==> config.mk <==
export PLATFORM = sky130hd
export DESIGN_NAME = cret_seq_top
export DESIGN_NICKNAME = d
export VERILOG_FILES = /design/src/rtl/cret_pkg.sv /design/src/rtl/cret_ctrl.sv /design/src/rtl/cret_sp_unit.sv /design/src/rtl/cret_xfer_path.sv /design/src/rtl/cret_seq_top.sv
export SDC_FILE = /design/constraint.sdc
export NUM_CORES = 1
export LEC_CHECK = 0
export BUFFER_PORTS_ARGS = -buffer_cell sky130_fd_sc_hd__buf_4
export CAP_MARGIN = 30
export CORE_ASPECT_RATIO = 1.25
export CORE_UTILIZATION = 56
export DETAILED_ROUTE_END_ITERATION = 10
export PLACE_DENSITY = 0.92
export SLEW_MARGIN = 20
export SYNTH_ARGS = -nofsm -noshare
export SYNTH_HDL_FRONTEND = slang
export SYNTH_SLANG_ARGS = --single-unit
==> constraint.sdc <==
create_clock -name clk -period 3.85 [get_ports clk]
set_input_delay 0.1925 -clock clk [delete_from_list [all_inputs] [get_ports clk]]
set_output_delay 0.1925 -clock clk [all_outputs]
set_load 0.005 [all_outputs]
==> src/rtl/cret_pkg.sv <==
// Package: shared state encoding and control bundle for the call/return
// stack sequencer. Assumes nothing beyond the modules that import it.
package cret_pkg;

    typedef enum logic [2:0] {
        ST_IDLE = 3'd0,
        ST_DEC  = 3'd1,
        ST_MAR  = 3'd2,
        ST_INC  = 3'd3,
        ST_MDR  = 3'd4,
        ST_MEM  = 3'd5,
        ST_PC   = 3'd6
    } seq_st_t;

    typedef struct packed {
        logic cap;         // capture command operands
        logic sp_dec;      // pre-decrement stack pointer
        logic sp_inc;      // post-increment stack pointer
        logic mar_ld;      // address register from stack pointer
        logic mdr_ld_pc;   // data register from captured PC
        logic mdr_ld_bus;  // data register from read bus
        logic pc_ld;       // program counter update
        logic pc_from_mdr; // PC source: 1 = data register, 0 = target
    } seq_ctl_t;

endpackage

==> src/rtl/cret_ctrl.sv <==
// Module: cret_ctrl
// Micro-step controller. A call walks DEC, MAR, MDR, MEM, PC. A return
// walks MAR, INC, MEM, PC. It waits in MEM until the memory acknowledges.
// Assumes mem_ack is a single-cycle pulse that is only meaningful while
// a request is raised.
module cret_ctrl
    import cret_pkg::*;
(
    input  logic     clk,
    input  logic     rst_n,
    input  logic     start,
    input  logic     op_ret,
    input  logic     mem_ack,
    output seq_ctl_t ctl,
    output logic     mem_req,
    output logic     mem_we,
    output logic     busy
);

    seq_st_t st_q, st_d;
    logic    ret_q;

    // State register and latched command kind
    always_ff @(posedge clk) begin
        if (!rst_n) begin
            st_q  <= ST_IDLE;
            ret_q <= 1'b0;
        end else begin
            st_q <= st_d;
            if (st_q == ST_IDLE && start) ret_q <= op_ret;
        end
    end

    // Next-state and per-step control decode
    always_comb begin
        st_d    = st_q;
        ctl     = '0;
        mem_req = 1'b0;
        mem_we  = 1'b0;
        unique case (st_q)
            ST_IDLE: begin
                if (start) begin
                    ctl.cap = 1'b1;
                    st_d    = op_ret ? ST_MAR : ST_DEC;
                end
            end
            ST_DEC: begin
                ctl.sp_dec = 1'b1;
                st_d       = ST_MAR;
            end
            ST_MAR: begin
                ctl.mar_ld = 1'b1;
                st_d       = ret_q ? ST_INC : ST_MDR;
            end
            ST_INC: begin
                ctl.sp_inc = 1'b1;
                st_d       = ST_MEM;
            end
            ST_MDR: begin
                ctl.mdr_ld_pc = 1'b1;
                st_d          = ST_MEM;
            end
            ST_MEM: begin
                mem_req = 1'b1;
                mem_we  = ~ret_q;
                if (mem_ack) begin
                    ctl.mdr_ld_bus = ret_q;
                    st_d           = ST_PC;
                end
            end
            ST_PC: begin
                ctl.pc_ld       = 1'b1;
                ctl.pc_from_mdr = ret_q;
                st_d            = ST_IDLE;
            end
            default: st_d = ST_IDLE;
        endcase
    end

    // Busy whenever a command is under way
    always_comb busy = (st_q != ST_IDLE);

endmodule

==> src/rtl/cret_sp_unit.sv <==
// Module: cret_sp_unit
// Stack pointer register. Supports an idle-time load, a decrement for a
// push and an increment for a pop. Arithmetic wraps modulo 2^W.
// Assumes the controller never asserts two of load/dec/inc together.
module cret_sp_unit #(
    parameter int          W        = 16,
    parameter logic [W-1:0] SP_RESET = '0
) (
    input  logic         clk,
    input  logic         rst_n,
    input  logic         ld,
    input  logic [W-1:0] ld_val,
    input  logic         dec,
    input  logic         inc,
    output logic [W-1:0] sp
);

    localparam logic [W-1:0] ONE = W'(1);

    // Pointer update, load has lowest priority and only comes when idle
    always_ff @(posedge clk) begin
        if (!rst_n)   sp <= SP_RESET;
        else if (dec) sp <= sp - ONE;
        else if (inc) sp <= sp + ONE;
        else if (ld)  sp <= ld_val;
    end

endmodule

==> src/rtl/cret_xfer_path.sv <==
// Module: cret_xfer_path
// Datapath: operand capture, address register, data register, program
// counter and the done flag. Assumes control strobes come from cret_ctrl.
module cret_xfer_path
    import cret_pkg::*;
#(
    parameter int W  = 16,
    parameter int SW = 16
) (
    input  logic          clk,
    input  logic          rst_n,
    input  seq_ctl_t      ctl,
    input  logic [W-1:0]  pc_in,
    input  logic [W-1:0]  target_in,
    input  logic [SW-1:0] ss_in,
    input  logic [W-1:0]  sp,
    input  logic [W-1:0]  rdata,
    output logic [SW-1:0] seg,
    output logic [W-1:0]  mar,
    output logic [W-1:0]  mdr,
    output logic [W-1:0]  pc,
    output logic          done
);

    logic [W-1:0] ret_addr_q, tgt_q;

    // Capture operands when a command is accepted
    always_ff @(posedge clk) begin
        if (!rst_n) begin
            ret_addr_q <= '0;
            tgt_q      <= '0;
            seg        <= '0;
        end else if (ctl.cap) begin
            ret_addr_q <= pc_in;
            tgt_q      <= target_in;
            seg        <= ss_in;
        end
    end

    // Address register follows the stack pointer on its step
    always_ff @(posedge clk) begin
        if (!rst_n)          mar <= '0;
        else if (ctl.mar_ld) mar <= sp;
    end

    // Data register: return address for a push, bus word for a pop
    always_ff @(posedge clk) begin
        if (!rst_n)              mdr <= '0;
        else if (ctl.mdr_ld_pc)  mdr <= ret_addr_q;
        else if (ctl.mdr_ld_bus) mdr <= rdata;
    end

    // Program counter update and the matching one-cycle done flag
    always_ff @(posedge clk) begin
        if (!rst_n) begin
            pc   <= '0;
            done <= 1'b0;
        end else begin
            done <= ctl.pc_ld;
            if (ctl.pc_ld) pc <= ctl.pc_from_mdr ? mdr : tgt_q;
        end
    end

endmodule

==> src/rtl/cret_seq_top.sv <==
// Module: cret_seq_top
// Call/return stack sequencer top. It pushes or pops one return address
// on a memory stack addressed by SS:SP and then updates the PC.
// Assumes SS is valid at start and the target is computed outside.
module cret_seq_top
    import cret_pkg::*;
#(
    parameter int           W        = 16,
    parameter int           SW       = 16,
    parameter logic [W-1:0] SP_RESET = '0
) (
    input  logic          clk,
    input  logic          rst_n,
    input  logic          start,
    input  logic          op_ret,
    input  logic [W-1:0]  pc_in,
    input  logic [W-1:0]  target_in,
    input  logic [SW-1:0] ss_in,
    input  logic          sp_load,
    input  logic [W-1:0]  sp_load_val,
    output logic          mem_req,
    output logic          mem_we,
    output logic [SW-1:0] mem_seg,
    output logic [W-1:0]  mem_off,
    output logic [W-1:0]  mem_wdata,
    input  logic          mem_ack,
    input  logic [W-1:0]  mem_rdata,
    output logic [W-1:0]  sp_out,
    output logic [W-1:0]  pc_out,
    output logic          busy,
    output logic          done
);

    seq_ctl_t ctl;
    logic     sp_ld_ok;

    // Pointer load is honoured only between commands
    always_comb sp_ld_ok = sp_load & ~busy;

    cret_ctrl u_ctrl (
        .clk     (clk),
        .rst_n   (rst_n),
        .start   (start),
        .op_ret  (op_ret),
        .mem_ack (mem_ack),
        .ctl     (ctl),
        .mem_req (mem_req),
        .mem_we  (mem_we),
        .busy    (busy)
    );

    cret_sp_unit #(.W(W), .SP_RESET(SP_RESET)) u_sp (
        .clk    (clk),
        .rst_n  (rst_n),
        .ld     (sp_ld_ok),
        .ld_val (sp_load_val),
        .dec    (ctl.sp_dec),
        .inc    (ctl.sp_inc),
        .sp     (sp_out)
    );

    cret_xfer_path #(.W(W), .SW(SW)) u_path (
        .clk       (clk),
        .rst_n     (rst_n),
        .ctl       (ctl),
        .pc_in     (pc_in),
        .target_in (target_in),
        .ss_in     (ss_in),
        .sp        (sp_out),
        .rdata     (mem_rdata),
        .seg       (mem_seg),
        .mar       (mem_off),
        .mdr       (mem_wdata),
        .pc        (pc_out),
        .done      (done)
    );

endmodule

# == Word level (Yosys, flattened, before mapping) ==
# Cells that the tools add are included.
# totals
ff_bits,117
input_bits,86
out_inout_bits,84
wordCells,52
# op_classes
addsub,2
n_eq_ne,8
muxes,22
bitwise,3
reduce_logical,7
# op_table
op,n
16-bit two-way mux,6
16-bit by 1-bit adder with 16-bit output (second input constant),1
16-bit by 1-bit subtractor with 16-bit output (second input constant),1
3-bit one-hot mux with 5 select lines,1
1-bit two-way mux,10
3-bit equality test (second input constant),3
3-bit two-way mux,3
3-bit by 2-bit equality test with 1-bit output (second input constant),2
3-bit nonzero test,2
2-bit two-way mux,2
2-bit != test (second input constant),2
3-bit by 1-bit equality test with 1-bit output (second input constant),1
3-bit logical NOT,1
1-bit inverter,2
2-bit AND reduction,1
2-bit nonzero test,1
2-bit OR reduction,1
1-bit bitwise AND,1
1-bit logical AND,1

# == Depth between registers and ports, before layout ==
# Gate-level depths: netlist of run 1.
# logic_depth
ltp_word,6
ltp_mapped,8
depth_no_buf,7

# == Modules after synthesis ==
# From an unflattened synthesis of run 1, not the netlist that was laid out.
# hier_totals
cells_unflattened,609
hier_area_um2,5923.2
# by_module_without_submodules
module,instances,cells_per_inst,area_each_um2,seq_area_each_um2
cret_xfer_path,1,350,3968.8,1941.9
cret_sp_unit,1,220,1637.8,320.3
cret_ctrl,1,38,302.8,80.1
cret_seq_top,1,1,13.8,0.0

# == Worst setup path after synthesis of run 1 ==
# OpenSTA, ideal clock, no wires.
# synth_path
path_kind,flip-flop to flip-flop
from,reg u_sp.sp[2]
to,reg u_sp.sp[7]
setup_ps,88
arrival_ps,1934
t_required_ps,3762
slack_ps,1828
stages_incl_launch_ff,7
n_path_buf,1
period_less_slack_ps,2022
path_cell_list,dfxtp_1 buf_6 or3_4 or4_4 mux2_4 o21a_1 o32ai_2
# synth_via
elab_chain_cells,3
# synth_rtl
item,line,source
"start, declared",cret_sp_unit.sv:15,output logic [W-1:0] sp
"start signal, assigned",cret_sp_unit.sv:23,else if (dec) sp <= sp - ONE;
"start signal, assigned",cret_sp_unit.sv:24,else if (inc) sp <= sp + ONE;
"start signal, assigned",cret_sp_unit.sv:25,else if (ld) sp <= ld_val;
16-bit by 1-bit adder with 16-bit output,cret_sp_unit.sv:24,
16-bit two-way mux,cret_sp_unit.sv:24,
16-bit two-way mux (*),cret_sp_unit.sv:23,
# Mark *: on every way between the ends. The rest lies on a longest branch, timed or not.
# A chain may end at the register's enable or synchronous reset.

# == Final worst setup path of run 1 ==
# layout_path
from,reg u_ctrl.st_q[0]
to,reg u_sp.sp[15]
# layout_via
elab_chain_cells,4
# layout_rtl
item,line,source
"start, declared",cret_ctrl.sv:20,"seq_st_t st_q, st_d;"
"start signal, assigned",cret_ctrl.sv:29,st_q <= st_d;
3-bit by 2-bit equality test with 1-bit output or 3-bit nonzero test (tied branches),"cret_ctrl.sv:40, cret_ctrl.sv:81",
1-bit two-way mux or 1-bit inverter (tied branches),"cret_ctrl.sv:40, cret_seq_top.sv:38",
16-bit two-way mux or 1-bit bitwise AND (tied branches),"cret_sp_unit.sv:24, cret_seq_top.sv:38",
16-bit two-way mux or 3-bit nonzero test (tied branches),-,
# Parallel ways exist; a longest one is shown, timed or not.

==> out/metrics.csv, run 1 <==
metric,value,unit
finalMaxSlewViolations,0,
die_area,10340,um^2
dp_slack,1.314,ns
worst_slew_pin_slew,0.9433,ns
tns,0,ns
io_buffers,169,
grtUsageMet3,9.267,%
p_leak,3.430,nW
syn_inst,678,
cpMaxStageDelayCell,nor2b_1,
ys_seq_area_share,42.11,%
final_area,7493,um^2
timing.rr.end,u_sp.sp[15]$_SDFFE_PN0P_,
syn-cell-area,5563,um^2
regToRegSetupSlack,1.38,ns
skew,0.007013,ns
path_clk_slew,0.06,ns
min_from,target_in[6],
yosys-top-cells-area,"dfxtp_1, nand2_1, a21boi_0",
syn_nets,766,
fin_cells,954,
routed_wl,16640,um
worstSetupPathType,reg2reg,
hold_viol_final,0,
fmax,404.8,MHz
grt_pass1_vias,5622,
overflow,0,
synth_ff_type,dfxtp_1,
start_util,57.89,%
yosys.area.top_type,dfxtp_1,
dpl_cell_area,6830,um^2
routedWlPerCell,17.44,um
required,4.17,ns
h-tree-depth,4,
crit_chain,nor2b_1 -> nand2_1 -> o21ai_0 -> o21ai_0 -> a211oi_1,
insertion_delay,0.41,ns
nFillCells,694,
cts_hold_buf,0,
min_period,2.470,ns
finalCritPeriodShare,64.17,%
clock_path_buffers,2,
end_kind,flip-flop,
postRouteAntennaNets,0,
die-height,113.4,um
final_nets,903,
rows,40,
cp-endpoint,u_sp.sp[15]$_SDFFE_PN0P_,
num_vias,5597,
setup_viol,0,
ir_drop,0.3597,mV
synthTopCellsByCount,"nand2_1, dfxtp_1, a21boi_0",
busiest_layer,met2,
max-cap-violations,0,
use_met1,34.89,%
rsz0062_at_grt,no,
synth_top_area_share,42.11,%
hold_slack,0.03864,ns
root_buffer,clkbuf_16,
drt_iter0_markers,399,
cts_buffers,17,
grtUsageTotal,32.86,%
synth-async-reset-ratio,0,%
worstPathMaxFanout,19,
coreArea,9609,um^2
ff2ff_path_depth,5,
syn_avg_cell_area,8.205,um^2
slew_headroom,36.98,%
max_stage_delay,0.83,ns
cts_resized,0,
p_total,4.027,mW
power.density,537.5,nW/um^2
gp_congestion,0.9416,
place_inst,919,
cts_tree,built,
via_per_inst,5.867,
grt_max_degree,123,
r2r-start,u_ctrl.st_q[0]$_SDFFE_PN0P_,
antenna_found_initial,0,
first_pass_iters,6,
n_antenna_cell,0,
yosysWarningCount,0,
yosysMostFrequentCell,nand2_1,
grt_pass1_wl,26900,um
post-route-util,77.98,%
io_pins,170,
synth_edf_count,0,
area_growth,34.71,%
crit_arrival,2.79,ns
crit_top_cell,o21ai_0,
dp_hpwl,11170,um
drc,0,
die_w,91.15,um
cts.sinks,117,
crit_path_start,u_ctrl.st_q[0]$_SDFFE_PN0P_,
synth.distinct_cells,57,
cts_setup_buffers,0,
fin_ws,1.380,ns
start_kind,flip-flop,
min_path_type,in2reg,
status,finished clean,
use_met2,59.49,%
drive_gt1_share,26.69,%
synth_seq_cells,117,
-- placed cells by master (no fill, tap or decap), types with 5 or more instances in the layout --
cell type and n:
a21boi_0 66, a21oi_1 20, a31oi_1 6, buf_4 173
clkbuf_16 17, dfxtp_1 117, inv_1 6, mux2i_1 33
nand2_1 186, nand2b_1 5, nand3_1 10, nand4_1 6
nor2_1 22, nor3_1 10, nor4_1 8, o211a_1 33
o211ai_1 6, o21ai_0 18
-- state kept, by name, summed over array words and instances (netlist names) --
register	count
u_ctrl.ret_q	1
u_path.tgt_q	16
u_path.seg	16
u_path.pc	16
u_path.done	1
u_path.mdr	16
u_ctrl.st_q	3
u_sp.sp	16
u_path.mar	16
u_path.ret_addr_q	16
-- critical path, delay by kind of cell (launching register included) --
family / cells / cell delay [ns]
AO/OA/AOI/OAI: 3 / 0.58
flip-flops: 1 / 0.75
AND/OR/NAND/NOR: 2 / 1.06
-- how the worst min path moves through the flow --
stage / slack (ns) / cells past startpoint / endpoint
floorplan: 0.34 / 2 / u_ctrl.ret_q$_SDFFE_PN0P_
global placement: 0.45 / 2 / u_path.tgt_q[5]$_SDFFE_PN0P_
detailed placement: 0.46 / 2 / u_path.mar[14]$_SDFFE_PN0N_
CTS: 0.03 / 3 / u_path.tgt_q[6]$_SDFFE_PN0P_
global route: 0.03 / 3 / u_path.tgt_q[6]$_SDFFE_PN0P_
finish: 0.04 / 3 / u_path.tgt_q[6]$_SDFFE_PN0P_
-- power breakdown --
part | switching (mW) | internal [mW] | leakage [nW] | total (mW)
clock network | 0.588 | 1.04 | 0.301 | 1.63
logic | 0.470 | 0.422 | 2.17 | 0.892
registers | 0.171 | 1.34 | 0.955 | 1.51
total | 1.23 | 2.80 | 3.43 | 4.03
-- logic make-up (layout without fill, tap and decap cells) --
group / after synthesis / after routing / synth area share, %
buf+inv: 67 / 217 / 4.768
mux: 34 / 34 / 6.208
flops: 117 / 117 / 42.11
fa+ha+maj: 2 / 2 / 0.4498
xor+xnor: 3 / 3 / 0.4724
simple gates: 279 / 279 / 22.15
compound gates: 176 / 176 / 23.84
-- area by class of cell --
cell class | count | area (um^2) | area share, %
Multi-Input combinational cell | 494 | 2970 | 39.64
Sequential cell | 117 | 2342 | 31.26
Timing Repair Buffer | 178 | 1384 | 18.47
Clock buffer | 18 | 439.2 | 5.861
Clock inverter | 14 | 173.9 | 2.321
Tap cell | 126 | 157.7 | 2.104
Inverter | 7 | 26.28 | 0.3506
-- metal layers --
metal	vias up	share of wire [%]
li1	2641	-
met4	0	3.4
met5	-	0
met3	52	8.2
met2	275	52
met1	2629	36
Note: power is estimated with default switching activity, not from simulation.
==> inputs of run 2 (changes only) <==
- CORE_UTILIZATION: 56 -> 52
- PLACE_DENSITY: 0.92 -> 0.87
- clock period: 3.85 -> 2.4 ns (I/O delays scaled with it)
==> run 2 against run 1 <==
  * Register-to-register slack got worse by 1.2 ns
  * Largest cell class unchanged
  * Sequential share of layout area shrank 2.3 points
  * Largest power group unchanged
  * Clock-buffer cell count up 2
  * Highest routed layer unchanged
  * Wire length up 19%
  * Utilization grew 0.96 points
  * Cell area rose by 8.1%
  * Via count increased by 9.4%
  * Clock power grew 82%
  * Final cell count grew 6.6%
==> out/metrics.csv, run 2 (synthesized netlist as in run 1, its figures left out) <==
metric,value,unit,change
path_clk_slew,0.06,ns,about the same
insertion_delay,0.41,ns,about the same
rsz0062_at_grt,no,,
layout_commonest_cell,buf_4,,
gp_congestion,0.9696,,+3.0%
die_area,11120,um^2,+7.5%
first_pass_iters,5,,-1
dp_hpwl,11880,um,+6.4%
cts_tree,built,,
p_leak,3.712,nW,+8.2%
topRoutingLayerUsed,met4,,
m1WireLength,7064,um,+17%
wl_met2,10220,um,+18%
crit_buf_inv,1,,+1
slew_headroom,37.49,%,+0.51 points
root_buffer,clkbuf_16,,
grtUsageTotal,36.28,%,+3.4 points
rows,41,,+2.5%
end_kind,flip-flop,,
cts_buffers,17,,unchanged
crit_chain,inv_1 -> ha_1 -> or4b_2 -> nor4_2 -> nor3_1 -> o31a_1,,
coreArea,10260,um^2,+6.8%
die_w,94.51,um,+3.7%
io_buffers,169,,unchanged
setup_viol,0,,unchanged
crit_family,simple AND/OR/NAND/NOR gates,,
finalCritPeriodShare,91.98,%,+28 points
hold_viol_final,0,,unchanged
h-tree-depth,4,,unchanged
ff2ff_path_depth,6,,+1
grt_pass1_wl,30990,um,+15%
cts.sinks,117,,unchanged
worstPathMaxFanout,8,,-11
critical_path_cell_count,6,,+1
max-cap-violations,0,,unchanged
drive_gt1_share,26.69,%,about the same
fmax,453.0,MHz,+12%
dpl_cell_area,6954,um^2,+1.8%
nFillCells,634,,-8.6%
postRouteAntennaNets,0,,unchanged
finalMaxSlewViolations,0,,unchanged
worst_slew_pin_slew,0.9356,ns,-0.007744 ns
antenna_found_initial,0,,unchanged
area_growth,45.59,%,
tns,0,ns,unchanged
power.density,862.2,nW/um^2,+60%
required,2.70,ns,-1.47 ns
final_cell_mix,"buf_4, nand2_1, dfxtp_1, a21boi_0, dlygate4sd3_1",,
num_vias,6121,,+9.4%
skew,0.007830,ns,+0.0008169 ns
ir_drop,0.5400,mV,+50%
grt_pass1_vias,6092,,+8.4%
drt_iter0_markers,430,,+7.8%
status,finished clean,,
drc,0,,unchanged
crit_arrival,2.51,ns,-0.28 ns
wl_met3,1614,um,+19%
routedWlPerCell,19.54,um,+12%
final_nets,963,,+6.6%
via_per_inst,6.019,,+2.6%
io_pins,170,,unchanged
post-route-util,78.94,%,+0.96 points
min_period,2.208,ns,-0.2629 ns
routed_wl,19870,um,+19%
grt_max_degree,71,,-42%
min_path_type,in2reg,,
max_stage_delay,0.70,ns,-0.13 ns
start_kind,flip-flop,,
cpMaxStageDelayCell,or4b_2,,
overflow,0,,unchanged
clock_path_buffers,2,,unchanged
n_antenna_cell,0,,unchanged
hold_path_depth,3,,unchanged
worstSetupPathType,reg2reg,,
die-height,117.6,um,+3.7%
start_util,54.22,%,-3.7 points
final_area,8099,um^2,+8.1%
-- run 2: cell count changes in the layout (fill, tap and decap cells not counted), moves of 2 or more --
cell	before	now
dlygate4sd3_1	0	45
buf_4	173	192
inv_6	3	1
bufinv_16	3	6
clkinv_4	4	2
buf_8	3	0
-- run 2: worst reg2reg max path, stage by stage, from the launching register on --
cell	delay (ns)
dfxtp_1	0.38
inv_1	0.15
ha_1	0.25
or4b_2	0.70
nor4_2	0.24
nor3_1	0.07
o31a_1	0.29
-- run 2: where the power goes --
part	total, mW	switching, mW	internal (mW)
registers	2.38	0.235	2.14
logic	1.65	0.877	0.772
clock network	2.96	0.950	2.01
-- run 2: worst paths after layout --
check                                startpoint                                 end  slack, ns
min reg2reg  u_path.ret_addr_q[15]$_SDFFE_PN0P_  u_path.ret_addr_q[15]$_SDFFE_PN0P_       0.46
min                               target_in[13]       u_path.tgt_q[13]$_SDFFE_PN0P_      0.002
max reg2reg             u_sp.sp[0]$_SDFFE_PN0P_            u_sp.sp[10]$_SDFFE_PN0P_       0.19
max                     u_sp.sp[0]$_SDFFE_PN0P_            u_sp.sp[10]$_SDFFE_PN0P_       0.19
-- run 2: layer usage --
metal | vias up | GRT usage, %
li1 | 2762 | -
met1 | 2912 | 38.84
met2 | 363 | 64.04
met3 | 84 | 9.044
met4 | 0 | 19.22
met5 | - | 0
-- run 2: what timing repair did --
action,CTS,global route
hold buffers,45,0
buffers inserted,0,0
hold endpoints to repair,45,0
setup endpoints to repair,0,1
gates resized for setup,0,2
-- run 2: cell type report --
class / count / area [um^2] / area share (%)
multi-input combinational: 494 / 2977 / 36.75
sequential: 117 / 2342 / 28.92
timing repair buffer: 238 / 1912 / 23.61
clock buffer: 20 / 456.7 / 5.639
clock inverter: 12 / 224.0 / 2.765
tap: 129 / 161.4 / 1.993
inverter: 7 / 26.28 / 0.3244
-- run 2: stage by stage --
| step | worst slack, ns | hold slack [ns] | power, mW | std cells |
|---|---|---|---|---|
| after global placement | 0.2790 | 0.3824 | 3.862 | 940 |
| after floorplan | 0.3781 | 0.2649 | 3.246 | 678 |
| after global routing | 0.05926 | 0.02318 | 7.234 | 1017 |
| after detailed placement | 0.2454 | 0.3915 | 3.900 | 940 |
| final | 0.1925 | 0.002146 | 6.983 | 1017 |
| after CTS | 0.2259 | 0.001009 | 6.888 | 1017 |
